## src/rtl/epp_gate_pkg.sv

```systemverilog
package epp_gate_pkg;
  localparam int unsigned HOST_BYTES = 4;
  localparam int unsigned HOST_W     = HOST_BYTES * 8;

  localparam logic [7:0] CTL_MASK  = 8'h2F;
  localparam logic [7:0] CTL_WRPAT = 8'h04;
  localparam logic [7:0] CTL_RDPAT = 8'h24;

  localparam logic [2:0] OFF_STATUS = 3'd1;
  localparam logic [2:0] OFF_ADDR   = 3'd3;
  localparam logic [2:0] OFF_DATA   = 3'd4;

  typedef enum logic [0:0] {ST_IDLE = 1'b0, ST_XFER = 1'b1} gate_state_e;

  function automatic logic gate_open(input logic [7:0] ctl, input logic is_read);
    return (ctl & CTL_MASK) == (is_read ? CTL_RDPAT : CTL_WRPAT);
  endfunction

  function automatic logic [2:0] byte_count(input logic [1:0] size, input logic is_addr);
    if (is_addr)          return 3'd1;
    else if (size == 2'd0) return 3'd1;
    else if (size == 2'd1) return 3'd2;
    else                   return 3'd4;
  endfunction

  function automatic logic [HOST_W-1:0] ones_fill(input logic [2:0] nbytes);
    logic [HOST_W-1:0] m;
    m = '0;
    for (int i = 0; i < HOST_BYTES; i++)
      if (i < int'(nbytes)) m[i*8 +: 8] = 8'hFF;
    return m;
  endfunction
endpackage

```

## src/rtl/epp_decode.sv

```systemverilog
module epp_decode
  import epp_gate_pkg::*;
(
  input  logic [2:0] off,
  input  logic       we,
  input  logic [1:0] size,
  input  logic [7:0] ctl,
  output logic       is_epp,
  output logic       is_addr,
  output logic       is_status,
  output logic       open_ok,
  output logic [2:0] nbytes
);
  always_comb begin
    is_addr   = (off == OFF_ADDR);
    is_epp    = is_addr || (off == OFF_DATA);
    is_status = (off == OFF_STATUS);
    open_ok   = gate_open(ctl, !we);
    nbytes    = byte_count(size, is_addr);
  end
endmodule

```

## src/rtl/epp_timer.sv

```systemverilog
module epp_timer #(
  parameter int unsigned LIMIT = 64
) (
  input  logic clk,
  input  logic rst_n,
  input  logic run,
  input  logic restart,
  output logic expired
);
  localparam int unsigned CW = $clog2(LIMIT + 1);
  localparam logic [CW-1:0] LAST = CW'(LIMIT - 1);

  logic [CW-1:0] cnt_q;

  always_ff @(posedge clk or negedge rst_n) begin
    if (!rst_n)                cnt_q <= '0;
    else if (!run || restart)  cnt_q <= '0;
    else                       cnt_q <= cnt_q + 1'b1;
  end

  assign expired = run && (cnt_q == LAST);
endmodule

```

## src/rtl/epp_cycle_gate.sv

```systemverilog
module epp_cycle_gate
  import epp_gate_pkg::*;
#(
  parameter int unsigned TIMEOUT_CYCLES = 64
) (
  input  logic        clk,
  input  logic        rst_n,
  input  logic        host_req,
  input  logic        host_we,
  input  logic [2:0]  host_off,
  input  logic [1:0]  host_size,
  input  logic [31:0] host_wdata,
  output logic [31:0] host_rdata,
  output logic        host_ready,
  input  logic [7:0]  port_ctrl,
  input  logic [7:0]  ext_status,
  output logic        per_req,
  output logic        per_is_addr,
  output logic        per_write,
  output logic [7:0]  per_wdata,
  input  logic [7:0]  per_rdata,
  input  logic        per_ack
);
  gate_state_e      state_q;
  logic [1:0]       idx_q, last_q;
  logic [HOST_W-1:0] wbuf_q, rdata_q;
  logic             is_addr_q, write_q, tmo_flag;

  logic       dec_epp, dec_addr, dec_status, dec_open;
  logic [2:0] dec_nbytes;
  logic       accept, start_xfer, byte_done, tmo_evt, expired, last_byte;

  epp_decode u_dec (
    .off(host_off), .we(host_we), .size(host_size), .ctl(port_ctrl),
    .is_epp(dec_epp), .is_addr(dec_addr), .is_status(dec_status),
    .open_ok(dec_open), .nbytes(dec_nbytes)
  );

  epp_timer #(.LIMIT(TIMEOUT_CYCLES)) u_tmr (
    .clk(clk), .rst_n(rst_n), .run(state_q == ST_XFER),
    .restart(per_ack), .expired(expired)
  );

  assign accept     = host_req && (state_q == ST_IDLE);
  assign start_xfer = accept && dec_epp && dec_open;
  assign byte_done  = (state_q == ST_XFER) && per_ack;
  assign tmo_evt    = (state_q == ST_XFER) && !per_ack && expired;
  assign last_byte  = (idx_q == last_q);

  always_ff @(posedge clk or negedge rst_n) begin
    if (!rst_n) begin
      state_q   <= ST_IDLE;
      idx_q     <= '0;
      last_q    <= '0;
      wbuf_q    <= '0;
      rdata_q   <= '0;
      is_addr_q <= 1'b0;
      write_q   <= 1'b0;
    end else if (state_q == ST_IDLE) begin
      if (accept) begin
        if (dec_status) begin
          if (!host_we) rdata_q <= {24'h0, ext_status[7:1], tmo_flag};
        end else if (dec_epp) begin
          if (!host_we) rdata_q <= ones_fill(dec_nbytes);
          if (start_xfer) begin
            state_q   <= ST_XFER;
            idx_q     <= '0;
            last_q    <= 2'(dec_nbytes - 3'd1);
            wbuf_q    <= host_wdata;
            is_addr_q <= dec_addr;
            write_q   <= host_we;
          end
        end else if (!host_we) begin
          rdata_q <= 32'h0000_00FF;
        end
      end
    end else begin
      if (byte_done) begin
        if (!write_q) rdata_q[{idx_q, 3'b000} +: 8] <= per_rdata;
        if (last_byte) state_q <= ST_IDLE;
        else           idx_q   <= idx_q + 1'b1;
      end else if (tmo_evt) begin
        state_q <= ST_IDLE;
      end
    end
  end

  always_ff @(posedge clk or negedge rst_n) begin
    if (!rst_n)                                            tmo_flag <= 1'b0;
    else if (tmo_evt)                                      tmo_flag <= 1'b1;
    else if (accept && dec_status && host_we && host_wdata[0]) tmo_flag <= 1'b0;
  end

  assign host_ready  = (state_q == ST_IDLE);
  assign host_rdata  = rdata_q;
  assign per_req     = (state_q == ST_XFER);
  assign per_is_addr = is_addr_q;
  assign per_write   = write_q;
  assign per_wdata   = wbuf_q[{idx_q, 3'b000} +: 8];
endmodule

```

## config.mk

```make
export PLATFORM = sky130hd
export DESIGN_NAME = epp_cycle_gate
export DESIGN_NICKNAME = d
export VERILOG_FILES = /design/src/rtl/epp_gate_pkg.sv /design/src/rtl/epp_decode.sv /design/src/rtl/epp_timer.sv /design/src/rtl/epp_cycle_gate.sv
export SDC_FILE = /design/constraint.sdc
export NUM_CORES = 1
export LEC_CHECK = 0
export BUFFER_PORTS_ARGS = -buffer_cell sky130_fd_sc_hd__buf_2
export CELL_PAD_IN_SITES_DETAIL_PLACEMENT = 0
export CELL_PAD_IN_SITES_GLOBAL_PLACEMENT = 1
export CORE_MARGIN = 2
export CORE_UTILIZATION = 40
export CTS_BUF_LIST = sky130_fd_sc_hd__clkbuf_4 sky130_fd_sc_hd__clkbuf_8
export DETAILED_ROUTE_END_ITERATION = 8
export GPL_ROUTABILITY_DRIVEN = 0
export PLACE_DENSITY = 0.86
export SLEW_MARGIN = 20
export SYNTH_ARGS = -nofsm -noshare
export SYNTH_HDL_FRONTEND = slang
export SYNTH_SLANG_ARGS = --single-unit
```

## constraint.sdc

```tcl
create_clock -name clk -period 2.5 [get_ports clk]
set_input_delay 0.5 -clock clk [delete_from_list [all_inputs] [get_ports clk]]
set_output_delay 0.5 -clock clk [all_outputs]
set_load 0.005 [all_outputs]
```

==> metrics.cfg <==
[outcome]
status=finished clean

[detailed_routing]
routedWlPerCell_um=16.05
via_per_inst=5.303
drt_pass1_iterations=4
wl_met2_um=4031
routed_wl_um=8537
post-route-drc-count=0
drt_iter0_drc=127
routed.top_layer=met4
met3_length_um=581
vias=2821
wl_met1_um=3826
ant_nets=0

[floorplanning]
boundaryPins=110
die_x_um=100.3
dieArea_mm2=0.01006
die_height_um=100.3
rows=35
initial_core_util_pct=40.71
coreArea_mm2=0.009109

[global_route]
grt_max_degree=80
grt_pass1_wl_um=13700
grt.total_usage_pct=17.31
globalRoute.totalOverflow=0
antenna_found_initial=0
grt_pass1_vias=2692

[critical_path]
r2r-start=idx_q[0]
cp-start-kind=flip-flop
reg2reg_slack_ns=0.31
cp-end-kind=output port
cp.arrival_ns=1.81
worstSetupPathType=reg2out
r2r_end=host_rdata[16]
worstPathCellList=buf_4 -> mux4_2 -> buf_2
cp_max_fo=8
crit_required_ns=2.00
crit_slowest_cell=dfrtp_1
slowest_delay_ns=0.53
ff2ff_path_depth=6

[yosys]
syn_area_per_cell_um2=11.92
yosys.area_share.xor_xnor_pct=1.417
synth-compound-area-share_pct=13.33
syn_inst=311
synth_mux_area_share_pct=14.88
ys_ff_latch=79
syn_area_mm2=0.003709
synth_edf_count=0
synth-simple-area-share_pct=11.77
ys_types=42
synth-main-ff-cell=dfrtp_1
synth_seq_area_share_pct=53.31
synth_top_family_by_area=multiplexers
async_flop_share_pct=100.0
yosys_warnings=0
synth-adder-area-share_pct=1.687
syn_nets=382

[place]
placed_area_mm2=0.004322
place_ws_ns=0.2988
dp_cells=516
dpl.hpwl_um=6277
portBuffers=105

[sta]
worst_slack_ns=0.1897
tns_ns=0
setup_viol=0
min_period_ns=2.310
tightest_slew_ns=1.017
post-route-period-util_pct=92.41
rsz0062_at_grt=false
timing.hold.ws_ns=0.1597
relSlewSlack_pct=32.23
finalClockSkew_ns=0.01014
drv_slew=0
hold_viol=0
fmax_mhz=432.8

[cts]
ctsResizeCount=0
tritoncts=yes
holdBufCountCts=0
root_buffer=clkbuf_8
clk_pin_slew_ns=0.09
htree_num_levels=3
clockBufferDepth=2
post-cts-setup-buffers=0
cts_sinks=79
cts_made_buffers=9
clk_latency_ns=0.35

[power]
ir_drop_mv=0.3488
p_leak_nw=2.198
total_power_mw=2.733
powerDensity_mw_per_mm2=602.0

[final_layout]
fillers=855
drive_gt1_share_pct=42.28
fin_area_mm2=0.004539
syn_to_final_growth_pct=22.40
final_util_pct=49.84
num_antenna_cells=0
final_nets=487
layout.cells.non_filler=532

[flow_run]
maxCapViolations=0

[hold_path]
hold_class=in2async

-- registers in the layout, summed over array words and instances (netlist names) --
register / count
idx_q: 2
per_write: 1
per_is_addr: 1
u_tmr.cnt_q: 7
host_rdata: 32
tmo_flag: 1
per_req: 1
wbuf_q: 32
last_q: 2
-- cell usage after synthesis (3+ instances only) --
cell type	n	area [um2]
buf_4	3	22.52
o21ai_0	20	100.1
ha_1	5	62.56
inv_1	5	18.77
clkbuf_1	3	11.26
mux2_4	3	45.04
nand2_1	24	90.09
buf_2	5	25.02
nor2_1	23	86.33
mux4_2	8	180.2
dfrtp_1	79	1977
buf_6	4	45.04
o21ai_1	3	15.01
nand3_1	6	30.03
mux2_2	29	326.6
xor2_1	5	43.79
a31oi_1	8	50.05
a21oi_1	37	185.2
a22oi_1	8	60.06
nor4b_4	4	95.09
-- routing by layer --
layer | track usage, % | up-vias
li1 | - | 1338
met1 | 23.85 | 1368
met2 | 27.47 | 104
met3 | 4.178 | 11
met4 | 4.847 | 0
met5 | 0 | -
-- critical path, delay by kind of cell (launching register included) --
| kind | cells | cell delay (ns) |
|---|---|---|
| flops | 1 | 0.53 |
| buf+inv | 2 | 0.41 |
| mux | 1 | 0.52 |
-- area by class of cell --
type	count	area, um2	area share (%)
timing repair buffer	111	589.3	12.98
clock inverter	6	68.82	1.516
clock buffer	10	137.6	3.032
sequential	79	1977	43.55
inverter	6	22.52	0.4961
multi-input combinational	209	1605	35.36
tap	111	138.9	3.060
-- cells in the final DEF (no fill, tap or decap), types with 8 or more instances in the layout --
cell	netlist	final
mux2_2	29	29
dfrtp_1	79	79
o21ai_0	20	20
nand2_1	24	24
a31oi_1	8	8
a21oi_1	37	37
clkbuf_8	0	10
mux4_2	8	8
nor2_1	23	23
a22oi_1	8	8
buf_2	5	104
-- cell families (layout without fill, tap and decap cells) --
kind of cell | after synthesis | after routing
flops | 79 | 79
fa+ha+maj | 5 | 5
xor+xnor | 6 | 6
simple gates | 74 | 74
buf+inv | 23 | 133
mux | 40 | 40
compound gates | 84 | 84
-- power by group --
group          total, mW  internal [mW]  switching, mW  leakage [nW]
registers           1.42           1.37         0.0512          1.03
logic              0.324          0.165          0.159          1.06
clock network      0.991          0.494          0.497         0.103
-- worst max path at each step --
stage	from	end	slack, ns	cells after the start
after floorplan	idx_q[1]	host_rdata[16]	0.47	7
after detailed placement	idx_q[0]	host_rdata[21]	0.30	6
final	idx_q[0]	per_wdata[4]	0.19	3
after global routing	idx_q[0]	host_rdata[17]	0.06	6
after CTS	idx_q[0]	per_wdata[3]	0.15	3
after global placement	idx_q[0]	host_rdata[16]	0.37	6
No activity file was read; power rests on OpenSTA's default activity.
